$ cat src/rtl/dcu_pkg.sv
package dcu_pkg;
  typedef enum logic [1:0] {
    MODE_NEVER  = 2'b00,
    MODE_IF_SET = 2'b01,
    MODE_IF_CLR = 2'b10,
    MODE_ALWAYS = 2'b11
  } act_mode_e;

  localparam int NUM_DEC   = 3;
  localparam int DEC_WAIT  = 0;  // cmd_modes bits 1:0
  localparam int DEC_BR    = 1;  // cmd_modes bits 3:2
  localparam int DEC_INTR  = 2;  // cmd_modes bits 5:4
  localparam int MODE_W    = 2;
  localparam int MASK_LSB  = 16;
  localparam int VAL_LSB   = 0;
endpackage

$ cat src/rtl/dcu_cond_eval.sv
module dcu_cond_eval #(
  parameter int STAT_W = 4
) (
  input  logic [STAT_W-1:0] mask_i,
  input  logic [STAT_W-1:0] val_i,
  input  logic [STAT_W-1:0] stat_i,
  output logic              match_o
);
  assign match_o = ((stat_i & mask_i) == (val_i & mask_i));
endmodule

$ cat src/rtl/dcu_mode_gate.sv
module dcu_mode_gate
  import dcu_pkg::*;
(
  input  logic [MODE_W-1:0] mode_i,
  input  logic              match_i,
  output logic              act_o
);
  always_comb begin
    unique case (act_mode_e'(mode_i))
      MODE_NEVER:  act_o = 1'b0;
      MODE_IF_SET: act_o = match_i;
      MODE_IF_CLR: act_o = ~match_i;
      default:     act_o = 1'b1;
    endcase
  end
endmodule

$ cat src/rtl/dcu_ptr_next.sv
module dcu_ptr_next #(
  parameter int ADDR_W = 32,
  parameter int STEP   = 16
) (
  input  logic              taken_i,
  input  logic [ADDR_W-1:0] cmd_ptr_i,
  input  logic [ADDR_W-1:0] tgt_i,
  output logic [ADDR_W-1:0] ptr_o,
  output logic              bt_o
);
  localparam logic [ADDR_W-1:0] STEP_V = ADDR_W'(STEP);

  assign ptr_o = taken_i ? tgt_i : cmd_ptr_i + STEP_V;
  assign bt_o  = taken_i;
endmodule

$ cat src/rtl/dma_cond_unit.sv
module dma_cond_unit
  import dcu_pkg::*;
#(
  parameter int ADDR_W = 32,
  parameter int STAT_W = 4,
  parameter int SEL_W  = 32,
  parameter int STEP   = 16
) (
  input  logic                      clk_i,
  input  logic                      rst_ni,
  input  logic                      strobe_i,
  input  logic [NUM_DEC*MODE_W-1:0] cmd_modes_i,
  input  logic [STAT_W-1:0]         dev_stat_i,
  input  logic [SEL_W-1:0]          intr_sel_i,
  input  logic [SEL_W-1:0]          branch_sel_i,
  input  logic [SEL_W-1:0]          wait_sel_i,
  input  logic [ADDR_W-1:0]         cmd_ptr_i,
  input  logic [ADDR_W-1:0]         branch_tgt_i,
  output logic                      valid_o,
  output logic                      intr_o,
  output logic                      wait_o,
  output logic [ADDR_W-1:0]         next_ptr_o,
  output logic                      bt_o
);
  logic [SEL_W-1:0]  sel_arr [NUM_DEC];
  logic [NUM_DEC-1:0] act;

  assign sel_arr[DEC_WAIT] = wait_sel_i;
  assign sel_arr[DEC_BR]   = branch_sel_i;
  assign sel_arr[DEC_INTR] = intr_sel_i;

  for (genvar d = 0; d < NUM_DEC; d++) begin : g_dec
    logic match;
    dcu_cond_eval #(.STAT_W(STAT_W)) u_cond (
      .mask_i  (sel_arr[d][MASK_LSB +: STAT_W]),
      .val_i   (sel_arr[d][VAL_LSB +: STAT_W]),
      .stat_i  (dev_stat_i),
      .match_o (match)
    );
    dcu_mode_gate u_gate (
      .mode_i  (cmd_modes_i[d*MODE_W +: MODE_W]),
      .match_i (match),
      .act_o   (act[d])
    );
  end

  // filler bits of the select words carry no function
  logic unused_sel_bits;
  always_comb begin
    unused_sel_bits = 1'b0;
    for (int d = 0; d < NUM_DEC; d++) begin
      for (int b = 0; b < SEL_W; b++) begin
        if (!((b >= MASK_LSB && b < MASK_LSB + STAT_W) ||
              (b >= VAL_LSB && b < VAL_LSB + STAT_W)))
          unused_sel_bits = unused_sel_bits ^ sel_arr[d][b];
      end
    end
  end

  logic [ADDR_W-1:0] ptr_nxt;
  logic              bt_nxt;

  dcu_ptr_next #(.ADDR_W(ADDR_W), .STEP(STEP)) u_ptr (
    .taken_i   (act[DEC_BR]),
    .cmd_ptr_i (cmd_ptr_i),
    .tgt_i     (branch_tgt_i),
    .ptr_o     (ptr_nxt),
    .bt_o      (bt_nxt)
  );

  always_ff @(posedge clk_i or negedge rst_ni) begin
    if (!rst_ni) begin
      valid_o    <= 1'b0;
      intr_o     <= 1'b0;
      wait_o     <= 1'b0;
      next_ptr_o <= '0;
      bt_o       <= 1'b0;
    end else begin
      valid_o <= strobe_i;
      intr_o  <= strobe_i & ~act[DEC_WAIT] & act[DEC_INTR];
      if (strobe_i) begin
        wait_o <= act[DEC_WAIT];
        // waiting leaves pointer and branch flag untouched
        if (!act[DEC_WAIT]) begin
          next_ptr_o <= ptr_nxt;
          bt_o       <= bt_nxt;
        end
      end
    end
  end
endmodule

$ cat config.mk
export PLATFORM = sky130hd
export DESIGN_NAME = dma_cond_unit
export DESIGN_NICKNAME = d
export VERILOG_FILES = /design/src/rtl/dcu_pkg.sv /design/src/rtl/dcu_cond_eval.sv /design/src/rtl/dcu_mode_gate.sv /design/src/rtl/dcu_ptr_next.sv /design/src/rtl/dma_cond_unit.sv
export SDC_FILE = /design/constraint.sdc
export NUM_CORES = 1
export LEC_CHECK = 0
export BUFFER_PORTS_ARGS = -buffer_cell sky130_fd_sc_hd__clkbuf_2
export CAP_MARGIN = 25
export CORE_UTILIZATION = 44
export DETAILED_ROUTE_END_ITERATION = 12
export PLACE_DENSITY = 0.94
export RECOVER_POWER = 25
export SKIP_CTS_REPAIR_TIMING = 1
export SLEW_MARGIN = 25
export SYNTH_ARGS = -nofsm -noshare
export SYNTH_HDL_FRONTEND = slang
export SYNTH_SLANG_ARGS = --single-unit
export TNS_END_PERCENT = 10
$ cat constraint.sdc
create_clock -name clk_i -period 1.32 [get_ports clk_i]
set_clock_uncertainty 0.05 [all_clocks]
set_input_delay 0.198 -clock clk_i [delete_from_list [all_inputs] [get_ports clk_i]]
set_output_delay 0.198 -clock clk_i [all_outputs]
set_load 0.02 [all_outputs]
==> results.cfg <==
[routing]
drt_pass1_iterations = 5
drt_iter0_drc = 336
dr_total_vias = 3447
remaining_drc_errors = 0
wl_mm = 10.2
wl_per_cell_um = 18.0
ant_nets = 0
via_per_inst = 6.05

[global_routing]
grt_pass1_wl_mm = 14.6
grt_use_met2_pct = 48.0
antenna_found_initial = 0
grt_remaining_overflow = 0
grt_usage_pct = 28.9
use_met1_pct = 37.8
grt_max_degree = 41
grt_pass1_vias = 3088
use_met3_pct = 5.51
grt.busiest_layer = met2

[power_and_ir_drop]
vdd_drop_max_uv = 1250
leakagePower_nw = 2.03
pwr_density_cell_mw_per_mm2 = 1070
p_total_mw = 4.71

[outcome]
violations = setup timing
outcome = complete, but fails checks

[critical_path]
path_class = in -> reg
crit_family = buffers and inverters
path_buf_inv = 4
cp_max_fo = 23
startpoint_type = input port
required_ns = 1.43
crit_path_top_delay_cell = nor4_1
critPathMaxStageDelay_ns = 0.39
cp_data_arrival_time_ns = 1.77
critPathCaptureType = flop
cp_cell_sequence = buf_4 > buf_6 > xor2_4 > a22o_1 > nor3_4 > buf_12 > buf_6 > nor4_1 > o31ai_1
path_common_cell = buf_6

[sta]
relSlewSlack_pct = 66.0
setup_slack_ns = -0.338
holdWs_ns = 0.131
fmax_mhz = 603
fin_crit_sh_pct = 126
finalCriticalPeriod_ns = 1.66
rsz0062_at_grt = yes
hold_viol_final = 0
setup_violations = 35
worst_pin_slew_ns = 0.510
report.final.slew_viol_count = 0

[logic_synthesis]
yosysMostFrequentCell = dfrtp_1
postSynthAreaPerCell_um2 = 8.86
yosysWarnings = 0
ys_seq_area_share_pct = 32.8
post-synth-top-area-cell = dfrtp_1
synthTopCellsByArea = dfrtp_1, o21ba_2, xor2_1
synth_nets = 484
async_flop_share_pct = 100
synth_commonest_cells = dfrtp_1, nand3_1, nor3_1
synth_top_area_share_pct = 32.8
ys_ff_latch = 36
netlist_instances = 310
synth-main-ff-cell = dfrtp_1
synth_cell_types = 39
synth-edff-count = 0
synth_area_mm2 = 0.00275

[run]
cap_violations = 0

[cts]
cts_tree = built
clkSinkCount = 36
clockBufferDepth = 2
cts_root_buffer = clkbuf_8
cts_made_buffers = 5
path_clk_slew_ns = 0.07
htree_levels = 2
insertion_delay_ns = 0.28

[floorplanning]
io_pins = 209
die_x_um = 81.0
initial_core_util_pct = 46.1
die_y_um = 81.0
rows = 28
core_area_mm2 = 0.00596
die_area_mm2 = 0.00656

[layout]
final_nets = 668
diodes = 0
finalNonFillerCells = 570
syn_to_final_growth_pct = 60.2
finish.instance_area_mm2 = 0.00440
drive_gt1_share_pct = 53.9
final_util_pct = 73.8

[placement]
dpl.hpwl_mm = 7.11
place_congestion = 0.853
io_buffers = 136
dp_cells = 556
post_dp_cell_area_mm2 = 0.00394

[worst_hold_path]
holdCritPathClass = in -> reg
-- power by group --
part / leakage, nW / switching (mW) / internal (mW)
sequential: 0.434 / 0.184 / 1.40
clock: 0.0552 / 0.389 / 0.560
combinational: 1.54 / 1.24 / 0.942
-- layout make-up --
class / instances / area [um^2]
Clock buffer: 6 / 72.6
Inverter: 5 / 18.8
Sequential cell: 36 / 901
Multi-Input combinational cell: 244 / 1960
Clock inverter: 2 / 35.0
Tap cell: 75 / 93.8
Fill cell: 435 / 1560
Timing Repair Buffer: 202 / 1320
-- worst min-delay path: cells and delay by family --
kind / cells / cell delay (ns)
and+or+nand+nor: 1 / 0.09
buffers and inverters: 1 / 0.08
muxes: 1 / 0.06
-- metrics by stage --
| step | setup TNS (ns) | setup slack, ns |
|---|---|---|
| 2_1_floorplan | -13.37 | -0.425 |
| 3_3_place_gp | -17.19 | -0.621 |
| 3_5_place_dp | -19.45 | -0.740 |
| 4_1_cts | -8.97 | -0.404 |
| 5_1_grt | -10.20 | -0.412 |
| 6_report | -8.49 | -0.338 |
-- path summary, 6_finish.rpt --
kind,start,to,slack [ns],depth (start not counted)
min in group asynchronous,rst_ni,next_ptr_o[24]$_DFFE_PN0P_,0.48,3
max in group asynchronous,rst_ni,next_ptr_o[8]$_DFFE_PN0P_,0.38,3
min reg2reg,wait_o$_DFFE_PN0P_,wait_o$_DFFE_PN0P_,0.44,1
max,dev_stat_i[2],next_ptr_o[21]$_DFFE_PN0P_,-0.34,9
max reg2reg,next_ptr_o[0]$_DFFE_PN0P_,next_ptr_o[0]$_DFFE_PN0P_,0.48,2
min,cmd_modes_i[4],intr_o$_DFF_PN0_,0.13,3
-- routing by layer --
layer / vias up / share of wire (%)
met4: 0 / 3.2
met3: 39 / 7.5
met2: 215 / 49
met5: - / 0
met1: 1630 / 40
li1: 1563 / -
-- flip-flops by register name (all words and copies together), names as in the netlist --
name and count:
next_ptr_o 32, bt_o 1, intr_o 1, valid_o 1, wait_o 1
-- cells in the final DEF, fill, tap and decap left out, types with 3 or more instances in the layout --
master	instances
inv_1	5
buf_6	9
xor2_2	3
xnor2_1	3
nor2_1	8
clkbuf_2	126
o21ba_2	23
a22oi_2	3
nand2_1	9
o31ai_1	15
o31a_1	8
clkbuf_8	5
nand4_1	8
a21boi_0	3
nor3b_1	6
nor4_1	9
dfrtp_1	36
nor3_1	26
xor2_1	20
o31ai_2	9
and4_1	3
nand3_1	35
buf_12	5
nand3b_1	6
nor4_2	7
buf_4	55
a22o_1	3
o21a_1	11
-- cells by family after synthesis --
family,Yosys count,synth area share [%]
AND/OR/NAND/NOR,130,27.6
AO/OA/AOI/OAI,85,26.0
flip-flops,36,32.8
buffers and inverters,30,4.19
XOR/XNOR,27,8.61
multiplexers,1,0.365
adder cells (fa/ha/maj),1,0.456
Power figures use the tool's default switching activity.
